<file path="src/rtl/vcb_pkg.sv">
package vcb_pkg;
  localparam logic [2:0] CMP_EQ  = 3'b000;
  localparam logic [2:0] CMP_NE  = 3'b001;
  localparam logic [2:0] CMP_LT  = 3'b100;
  localparam logic [2:0] CMP_GE  = 3'b101;
  localparam logic [2:0] CMP_LTU = 3'b110;
  localparam logic [2:0] CMP_GEU = 3'b111;

  typedef enum logic [1:0] {
    ST_IDLE,
    ST_SCAL,
    ST_RUN,
    ST_DONE
  } vcb_state_e;
endpackage

</file>
<file path="src/rtl/vcb_cmp.sv">
module vcb_cmp
  import vcb_pkg::*;
#(
  parameter int XLEN = 32
) (
  input  logic [2:0]      op,
  input  logic [XLEN-1:0] a,
  input  logic [XLEN-1:0] b,
  output logic            hit
);
  logic eq, lt_s, lt_u;

  assign eq   = (a == b);
  assign lt_s = ($signed(a) < $signed(b));
  assign lt_u = (a < b);

  always_comb begin
    case (op)
      CMP_EQ:  hit = eq;
      CMP_NE:  hit = !eq;
      CMP_LT:  hit = lt_s;
      CMP_GE:  hit = !lt_s;
      CMP_LTU: hit = lt_u;
      CMP_GEU: hit = !lt_u;
      default: hit = 1'b0;
    endcase
  end
endmodule

</file>
<file path="src/rtl/vcb_maskreg.sv">
module vcb_maskreg #(
  parameter int MAXVL = 16,
  localparam int VLW = $clog2(MAXVL + 1)
) (
  input  logic             clk,
  input  logic             rst_n,
  input  logic             load,
  input  logic [VLW-1:0]   cmd_start,
  input  logic             cmd_zero,
  input  logic             cmd_has_dest,
  input  logic [MAXVL-1:0] cmd_dest_val,
  input  logic [MAXVL-1:0] cmd_pred,
  input  logic             restart,
  input  logic             upd,
  input  logic [VLW-1:0]   idx,
  input  logic             hit,
  output logic [MAXVL-1:0] mask,
  output logic [MAXVL-1:0] pred_q
);
  logic             zero_q;
  logic [MAXVL-1:0] sel;
  logic             cur_pred;

  always_ff @(posedge clk or negedge rst_n) begin
    if (!rst_n) begin
      pred_q <= '0;
      zero_q <= 1'b0;
    end else if (load) begin
      pred_q <= cmd_pred;
      zero_q <= cmd_zero;
    end
  end

  for (genvar j = 0; j < MAXVL; j++) begin : g_bit
    logic keep_old;
    assign sel[j]   = (idx == VLW'(j));
    assign keep_old = (VLW'(j) < cmd_start) || !cmd_zero;

    always_ff @(posedge clk or negedge rst_n) begin
      if (!rst_n) begin
        mask[j] <= 1'b0;
      end else if (load) begin
        mask[j] <= cmd_has_dest && keep_old && cmd_dest_val[j];
      end else if (restart) begin
        mask[j] <= 1'b0;
      end else if (upd && sel[j]) begin
        if (pred_q[j])   mask[j] <= hit;
        else if (zero_q) mask[j] <= 1'b0;
      end
    end
  end

  assign cur_pred = |(sel & pred_q);

  // a masked-off element leaves the mask alone unless zeroing is on
  p_keep_masked_r5: assert property (@(posedge clk) disable iff (!rst_n)
    (upd && !cur_pred && !zero_q) |=> $stable(mask));

  // a masked-off element under zeroing ends up cleared
  p_zero_clear_r5: assert property (@(posedge clk) disable iff (!rst_n)
    (upd && !cur_pred && zero_q) |=> ((mask & $past(sel)) == '0));
endmodule

</file>
<file path="src/rtl/vcb_ctrl.sv">
module vcb_ctrl
  import vcb_pkg::*;
#(
  parameter int RIDX_W = 7,
  parameter int MAXVL  = 16,
  localparam int VLW = $clog2(MAXVL + 1)
) (
  input  logic              clk,
  input  logic              rst_n,
  input  logic              cmd_valid,
  output logic              cmd_ready,
  input  logic [RIDX_W-1:0] cmd_base1,
  input  logic [RIDX_W-1:0] cmd_base2,
  input  logic              cmd_vec1,
  input  logic              cmd_vec2,
  input  logic [VLW-1:0]    cmd_vl,
  input  logic [VLW-1:0]    cmd_start,
  input  logic              cmd_has_dest,
  input  logic              trap,
  input  logic              cmp_hit,
  output logic [RIDX_W-1:0] rd_idx1,
  output logic [RIDX_W-1:0] rd_idx2,
  output logic              load,
  output logic              restart,
  output logic              upd,
  output logic [VLW-1:0]    idx,
  output logic              res_valid,
  input  logic              res_ready,
  output logic              scalar_q,
  output logic              has_dest_q,
  output logic              trapped_q,
  output logic [VLW-1:0]    offset_q,
  output logic              taken_s_q
);
  vcb_state_e        state;
  logic [RIDX_W-1:0] base1_q, base2_q;
  logic              vec1_q, vec2_q;
  logic [VLW-1:0]    vl_q;
  logic [RIDX_W+VLW-1:0] sum1, sum2;

  assign cmd_ready = (state == ST_IDLE);
  assign res_valid = (state == ST_DONE);
  assign load      = cmd_ready && cmd_valid;
  assign restart   = (state == ST_RUN) && trap && !has_dest_q;
  assign upd       = (state == ST_RUN) && !trap;

  assign sum1    = {{VLW{1'b0}}, base1_q} + {{RIDX_W{1'b0}}, idx};
  assign sum2    = {{VLW{1'b0}}, base2_q} + {{RIDX_W{1'b0}}, idx};
  assign rd_idx1 = vec1_q ? sum1[RIDX_W-1:0] : base1_q;
  assign rd_idx2 = vec2_q ? sum2[RIDX_W-1:0] : base2_q;

  always_ff @(posedge clk or negedge rst_n) begin
    if (!rst_n) begin
      state      <= ST_IDLE;
      base1_q    <= '0;
      base2_q    <= '0;
      vec1_q     <= 1'b0;
      vec2_q     <= 1'b0;
      vl_q       <= '0;
      idx        <= '0;
      scalar_q   <= 1'b0;
      has_dest_q <= 1'b0;
      trapped_q  <= 1'b0;
      offset_q   <= '0;
      taken_s_q  <= 1'b0;
    end else begin
      case (state)
        ST_IDLE: if (cmd_valid) begin
          base1_q    <= cmd_base1;
          base2_q    <= cmd_base2;
          vec1_q     <= cmd_vec1;
          vec2_q     <= cmd_vec2;
          vl_q       <= cmd_vl;
          has_dest_q <= cmd_has_dest;
          scalar_q   <= !(cmd_vec1 || cmd_vec2);
          trapped_q  <= 1'b0;
          offset_q   <= '0;
          taken_s_q  <= 1'b0;
          idx        <= '0;
          if (!(cmd_vec1 || cmd_vec2)) begin
            state <= ST_SCAL;
          end else if (cmd_start >= cmd_vl) begin
            state <= ST_DONE;
          end else begin
            state <= ST_RUN;
            idx   <= cmd_start;
          end
        end
        ST_SCAL: begin
          taken_s_q <= cmp_hit;
          state     <= ST_DONE;
        end
        ST_RUN: begin
          if (trap) begin
            if (has_dest_q) begin
              trapped_q <= 1'b1;
              offset_q  <= idx;
              state     <= ST_DONE;
            end else begin
              idx <= '0;
            end
          end else if (idx == vl_q - VLW'(1)) begin
            state <= ST_DONE;
          end else begin
            idx <= idx + VLW'(1);
          end
        end
        default: if (res_ready) state <= ST_IDLE;
      endcase
    end
  end

  // the element counter never reaches the vector length inside the loop
  p_idx_in_range_r10: assert property (@(posedge clk) disable iff (!rst_n)
    (state == ST_RUN) |-> (idx < vl_q));

  // trap without a destination rewinds to element zero and keeps looping
  p_trap_restart_r9: assert property (@(posedge clk) disable iff (!rst_n)
    (state == ST_RUN && trap && !has_dest_q) |=> (state == ST_RUN && idx == '0));

  // trap with a destination ends the command and records the offset
  p_trap_save_r8: assert property (@(posedge clk) disable iff (!rst_n)
    (state == ST_RUN && trap && has_dest_q)
      |=> (res_valid && trapped_q && offset_q == $past(idx)));
endmodule

</file>
<file path="src/rtl/vcb_branch.sv">
module vcb_branch #(
  parameter int XLEN   = 32,
  parameter int RIDX_W = 7,
  parameter int MAXVL  = 16,
  localparam int VLW = $clog2(MAXVL + 1)
) (
  input  logic              clk,
  input  logic              rst_n,
  input  logic              cmd_valid,
  output logic              cmd_ready,
  input  logic [2:0]        cmd_op,
  input  logic [RIDX_W-1:0] cmd_base1,
  input  logic [RIDX_W-1:0] cmd_base2,
  input  logic              cmd_vec1,
  input  logic              cmd_vec2,
  input  logic [VLW-1:0]    cmd_vl,
  input  logic [VLW-1:0]    cmd_start,
  input  logic [MAXVL-1:0]  cmd_pred,
  input  logic              cmd_zero,
  input  logic              cmd_has_dest,
  input  logic [MAXVL-1:0]  cmd_dest_val,
  input  logic              trap,
  output logic [RIDX_W-1:0] rd_idx1,
  output logic [RIDX_W-1:0] rd_idx2,
  input  logic [XLEN-1:0]   rd_data1,
  input  logic [XLEN-1:0]   rd_data2,
  output logic              res_valid,
  input  logic              res_ready,
  output logic              res_taken,
  output logic [MAXVL-1:0]  res_mask,
  output logic              res_trapped,
  output logic [VLW-1:0]    res_offset,
  output logic              mask_we
);
  logic [2:0]       op_q;
  logic             hit;
  logic             load, restart, upd;
  logic [VLW-1:0]   idx;
  logic             scalar_q, has_dest_q, trapped_q, taken_s_q;
  logic [MAXVL-1:0] mask, pred_q;

  always_ff @(posedge clk or negedge rst_n) begin
    if (!rst_n)    op_q <= '0;
    else if (load) op_q <= cmd_op;
  end

  vcb_cmp #(.XLEN(XLEN)) u_cmp (
    .op  (op_q),
    .a   (rd_data1),
    .b   (rd_data2),
    .hit (hit)
  );

  vcb_ctrl #(.RIDX_W(RIDX_W), .MAXVL(MAXVL)) u_ctrl (
    .clk          (clk),
    .rst_n        (rst_n),
    .cmd_valid    (cmd_valid),
    .cmd_ready    (cmd_ready),
    .cmd_base1    (cmd_base1),
    .cmd_base2    (cmd_base2),
    .cmd_vec1     (cmd_vec1),
    .cmd_vec2     (cmd_vec2),
    .cmd_vl       (cmd_vl),
    .cmd_start    (cmd_start),
    .cmd_has_dest (cmd_has_dest),
    .trap         (trap),
    .cmp_hit      (hit),
    .rd_idx1      (rd_idx1),
    .rd_idx2      (rd_idx2),
    .load         (load),
    .restart      (restart),
    .upd          (upd),
    .idx          (idx),
    .res_valid    (res_valid),
    .res_ready    (res_ready),
    .scalar_q     (scalar_q),
    .has_dest_q   (has_dest_q),
    .trapped_q    (trapped_q),
    .offset_q     (res_offset),
    .taken_s_q    (taken_s_q)
  );

  vcb_maskreg #(.MAXVL(MAXVL)) u_mask (
    .clk          (clk),
    .rst_n        (rst_n),
    .load         (load),
    .cmd_start    (cmd_start),
    .cmd_zero     (cmd_zero),
    .cmd_has_dest (cmd_has_dest),
    .cmd_dest_val (cmd_dest_val),
    .cmd_pred     (cmd_pred),
    .restart      (restart),
    .upd          (upd),
    .idx          (idx),
    .hit          (hit),
    .mask         (mask),
    .pred_q       (pred_q)
  );

  assign res_trapped = trapped_q;
  assign res_mask    = scalar_q ? '0 : mask;
  assign res_taken   = scalar_q ? taken_s_q : (!trapped_q && (mask == pred_q));
  assign mask_we     = res_valid && res_ready && has_dest_q && !scalar_q;

  // an unconsumed result holds every field
  p_hold_result_r11: assert property (@(posedge clk) disable iff (!rst_n)
    (res_valid && !res_ready)
      |=> (res_valid && $stable(res_mask) && $stable(res_taken)
           && $stable(res_trapped) && $stable(res_offset)));

  // no command is taken while a result waits
  p_ready_idle_r11: assert property (@(posedge clk) disable iff (!rst_n)
    res_valid |-> !cmd_ready);
endmodule

</file>
<file path="config.mk">
export PLATFORM = sky130hd
export DESIGN_NAME = vcb_branch
export DESIGN_NICKNAME = d
export VERILOG_FILES = /design/src/rtl/vcb_pkg.sv /design/src/rtl/vcb_cmp.sv /design/src/rtl/vcb_maskreg.sv /design/src/rtl/vcb_ctrl.sv /design/src/rtl/vcb_branch.sv
export SDC_FILE = /design/constraint.sdc
export NUM_CORES = 1
export LEC_CHECK = 0
export BUFFER_PORTS_ARGS = -buffer_cell sky130_fd_sc_hd__buf_2
export CORE_UTILIZATION = 26
export DETAILED_ROUTE_END_ITERATION = 6
export GPL_TIMING_DRIVEN = 0
export PLACE_DENSITY = 0.57
export SLEW_MARGIN = 20
export SYNTH_ARGS = -nofsm -noshare
export SYNTH_HDL_FRONTEND = slang
export SYNTH_SLANG_ARGS = --single-unit
</file>
<file path="constraint.sdc">
create_clock -name clk -period 4.1 [get_ports clk]
set_clock_uncertainty 0.2 [all_clocks]
set_input_delay 0 -clock clk [delete_from_list [all_inputs] [get_ports clk]]
set_output_delay 0 -clock clk [all_outputs]
set_load 0.005 [all_outputs]
</file>
==> metrics.txt <==
status finished clean; relative slew slack 45.3%; area of the multi-input gates 3400 sq um; critical path class reg2reg; # hold bufs at CTS 68; area leader, netlist dfrtp_1; DIE AREA 21800 sq um; Synth Register Bits 73; Resized Gates After CTS 0; layout cells sized above 1 28.2%; Reg2Reg Launch Point u_ctrl.state[1]$_DFFE_PN0P_; Nets 1045; Antenna Cells 0; post-route non-filler standard cell count 1129; Unique masters post-synth 51; die span in y 148 um; Routed WL 17.4 mm; Root Driver clkbuf_16; die span in x 148 um; worst slack, placed 1.14 ns; Syn. warnings 0; vias in the first global route 5229; Post-synth top cells dfrtp_1 (73), ha_1 (57), inv_1 (53); number of synthesized flops with an enable pin 0; Least-Margin Pin Slew 0.815 ns; max_cap viols 0; initial antenna violation count 0; Min-Delay Path Depth 3; final worst slack 1.09 ns; Startpoint Class register; hold path startpoint cmd_start[0]; PD cells 642 nW/um^2; Peak VDD IR 0.272 mV; CTS Buf Count 9; largest net degree at the start of global routing 42; Hold EP u_ctrl.idx[0]$_DFFE_PN0P_; Iter 0 DRT Violations 215; part of the Yosys area used for sequential elements 33.1%; CP arrival 3.05 ns; reg2reg end u_mask.mask[1]$_DFFE_PN0P_; I/O Buffers 170; FMAX 0.332 GHz; top-count cell post-synth dfrtp_1; leak pwr 3.79 nW; H-Tree Level Count 3; Clock Latency Late Sink 0.33 ns; synth top area cells dfrtp_1 (33%), ha_1 (13%), mux2_2 (9.4%), inv_1 (3.6%), xor2_1 (3.5%); Worst-path clk slew 0.06 ns; FF+latch area 1830 sq um; final period utilization 73.4%; final hold vios 0; syn nets 795; final setup fails 0; Syn Inst Count 604; cell count after placement 1045; global-route wire length before repair 27.2 mm; DR WL/cell 15.4 um; vias 5258; Fin Setup TNS 0 ns; Setup crit end kind register; Hold Path Class in2reg; FILL cells 2160; area grow syn2layout 41.0%; flop2flop setup slack 1.09 ns; Worst Path Max Fanout 10; Clock Tree Buf Depth 2; minimum clock period 3.01 ns; HPWL after detailed placement 13.2 mm; Reg2Reg Depth 8; post-route ant nets 0; GRT Util Overall 16.0%; DRT Pass-1 Iters 5; Initial Util 26.9%; area fraction of the dominant cell type after synthesis 33.1%; Remaining DRCs 0; Post-synth top flop dfrtp_1; syn_area_per_cell 9.15 sq um; max-slew violations 0; Vias/cell 4.66; Critical Path Start u_ctrl.state[1]$_DFFE_PN0P_; CP required 4.14 ns; core region area 20600 sq um; I/O pin total 172; remaining global-route overflow 0; CTS tree done; Post-synth ARST share 100%; placer congestion estimate 0.820; Setup Fix Bufs, Post-CTS 0; Mapped Area 5530 sq um; RSZ-0062 raised after global routing no; # rows 52; CTS sink cnt 73
## logic make-up (layout without fill, tap and decap cells)
| logic type | after synthesis | in the layout | synth area share [%] |
|---|---|---|---|
| compound gates | 126 | 126 | 16.1 |
| flops | 73 | 73 | 33.1 |
| fa+ha+maj | 59 | 59 | 13.6 |
| buf+inv | 76 | 331 | 5.39 |
| mux | 49 | 49 | 9.92 |
| xor+xnor | 31 | 31 | 4.91 |
| simple gates | 190 | 190 | 17.0 |
## state kept, by name, summed over array words and instances (netlist names)
signal             cells
u_mask.mask           16
u_mask.pred_q         16
u_ctrl.base1_q         7
u_ctrl.base2_q         7
u_ctrl.idx             5
u_ctrl.offset_q        5
u_ctrl.vl_q            5
op_q                   3
u_ctrl.state           2
u_ctrl.has_dest_q      1
u_ctrl.scalar_q        1
u_ctrl.taken_s_q       1
u_ctrl.trapped_q       1
u_ctrl.vec1_q          1
u_ctrl.vec2_q          1
u_mask.zero_q          1
## routing by layer
layer / track usage (%) / vias up / wire, um
li1: - / 2647 / -
met1: 20.7 / 2428 / 7760
met2: 27.6 / 162 / 8330
met3: 2.38 / 21 / 976
met4: 4.79 / 0 / 300
met5: 0 / - / 0
## worst max-delay path, cell delays in order (launching register included)
cell           delay [ns]
dfrtp_1              0.42
inv_1                0.10
ha_1                 0.32
and3_1               0.20
clkbuf_1             0.34
clkbuf_1             0.52
o211ai_1             0.16
dlygate4sd3_1        0.59
o221ai_1             0.07
## cell usage in the layout (no fill, tap or decap), drive strengths merged, types with 2 or more instances in the layout
cell type / n
a211o: 2
a21boi: 2
a21o: 10
a21oi: 30
a221o: 2
a22o: 7
a22oi: 4
a32oi: 8
and3: 2
buf: 174
bufinv: 3
clkbuf: 33
dfrtp: 73
dlygate4sd3: 67
fa: 2
ha: 57
inv: 53
mux2: 46
mux2i: 3
nand2: 44
nand2b: 10
nand3: 18
nand3b: 6
nand4: 9
nor2: 48
nor2b: 24
nor3: 18
nor4: 6
o211ai: 11
o21a: 4
o21ai: 25
o221ai: 2
o31ai: 11
or3: 3
xnor2: 9
xor2: 22
## power breakdown
group	internal (mW)	switching [mW]
sequential	1.06	0.365
clock	0.645	0.311
combinational	1.27	1.36
total	2.97	2.03
## cell type report
type | count | share of cell area [%]
Multi-Input combinational cell | 455 | 43.6
Sequential cell | 73 | 23.4
Timing Repair Buffer | 239 | 20.1
Tap cell | 270 | 4.34
Clock buffer | 12 | 3.42
Inverter | 53 | 2.55
Buffer | 23 | 1.27
Clock inverter | 4 | 1.25
## through the flow
step / power, mW / hold slack [ns] / cell area (sq um) / utilization, %
after detailed placement: 3.99 / -0.221 / 6740 / 32.8
after CTS: 5.03 / 0.0233 / 7790 / 37.9
final: 5.00 / 0.0208 / 7790 / 37.9
after floorplan: 3.13 / -0.496 / 5530 / -
after global routing: 5.40 / 0.0858 / 7790 / 37.9
after global placement: 3.94 / 0.0318 / 6710 / 32.7
## worst max-delay path by stage
stage,to,slack (ns),cells after the start
after floorplan,u_mask.mask[0]$_DFFE_PN0P_,1.69,11
after global placement,u_mask.mask[1]$_DFFE_PN0P_,1.14,12
after detailed placement,u_mask.mask[11]$_DFFE_PN0P_,1.14,12
after CTS,u_mask.mask[1]$_DFFE_PN0P_,1.12,8
after global routing,u_mask.mask[13]$_DFFE_PN0P_,0.94,8
final,u_mask.mask[1]$_DFFE_PN0P_,1.09,8
Note: power is estimated with default switching activity, not from simulation.
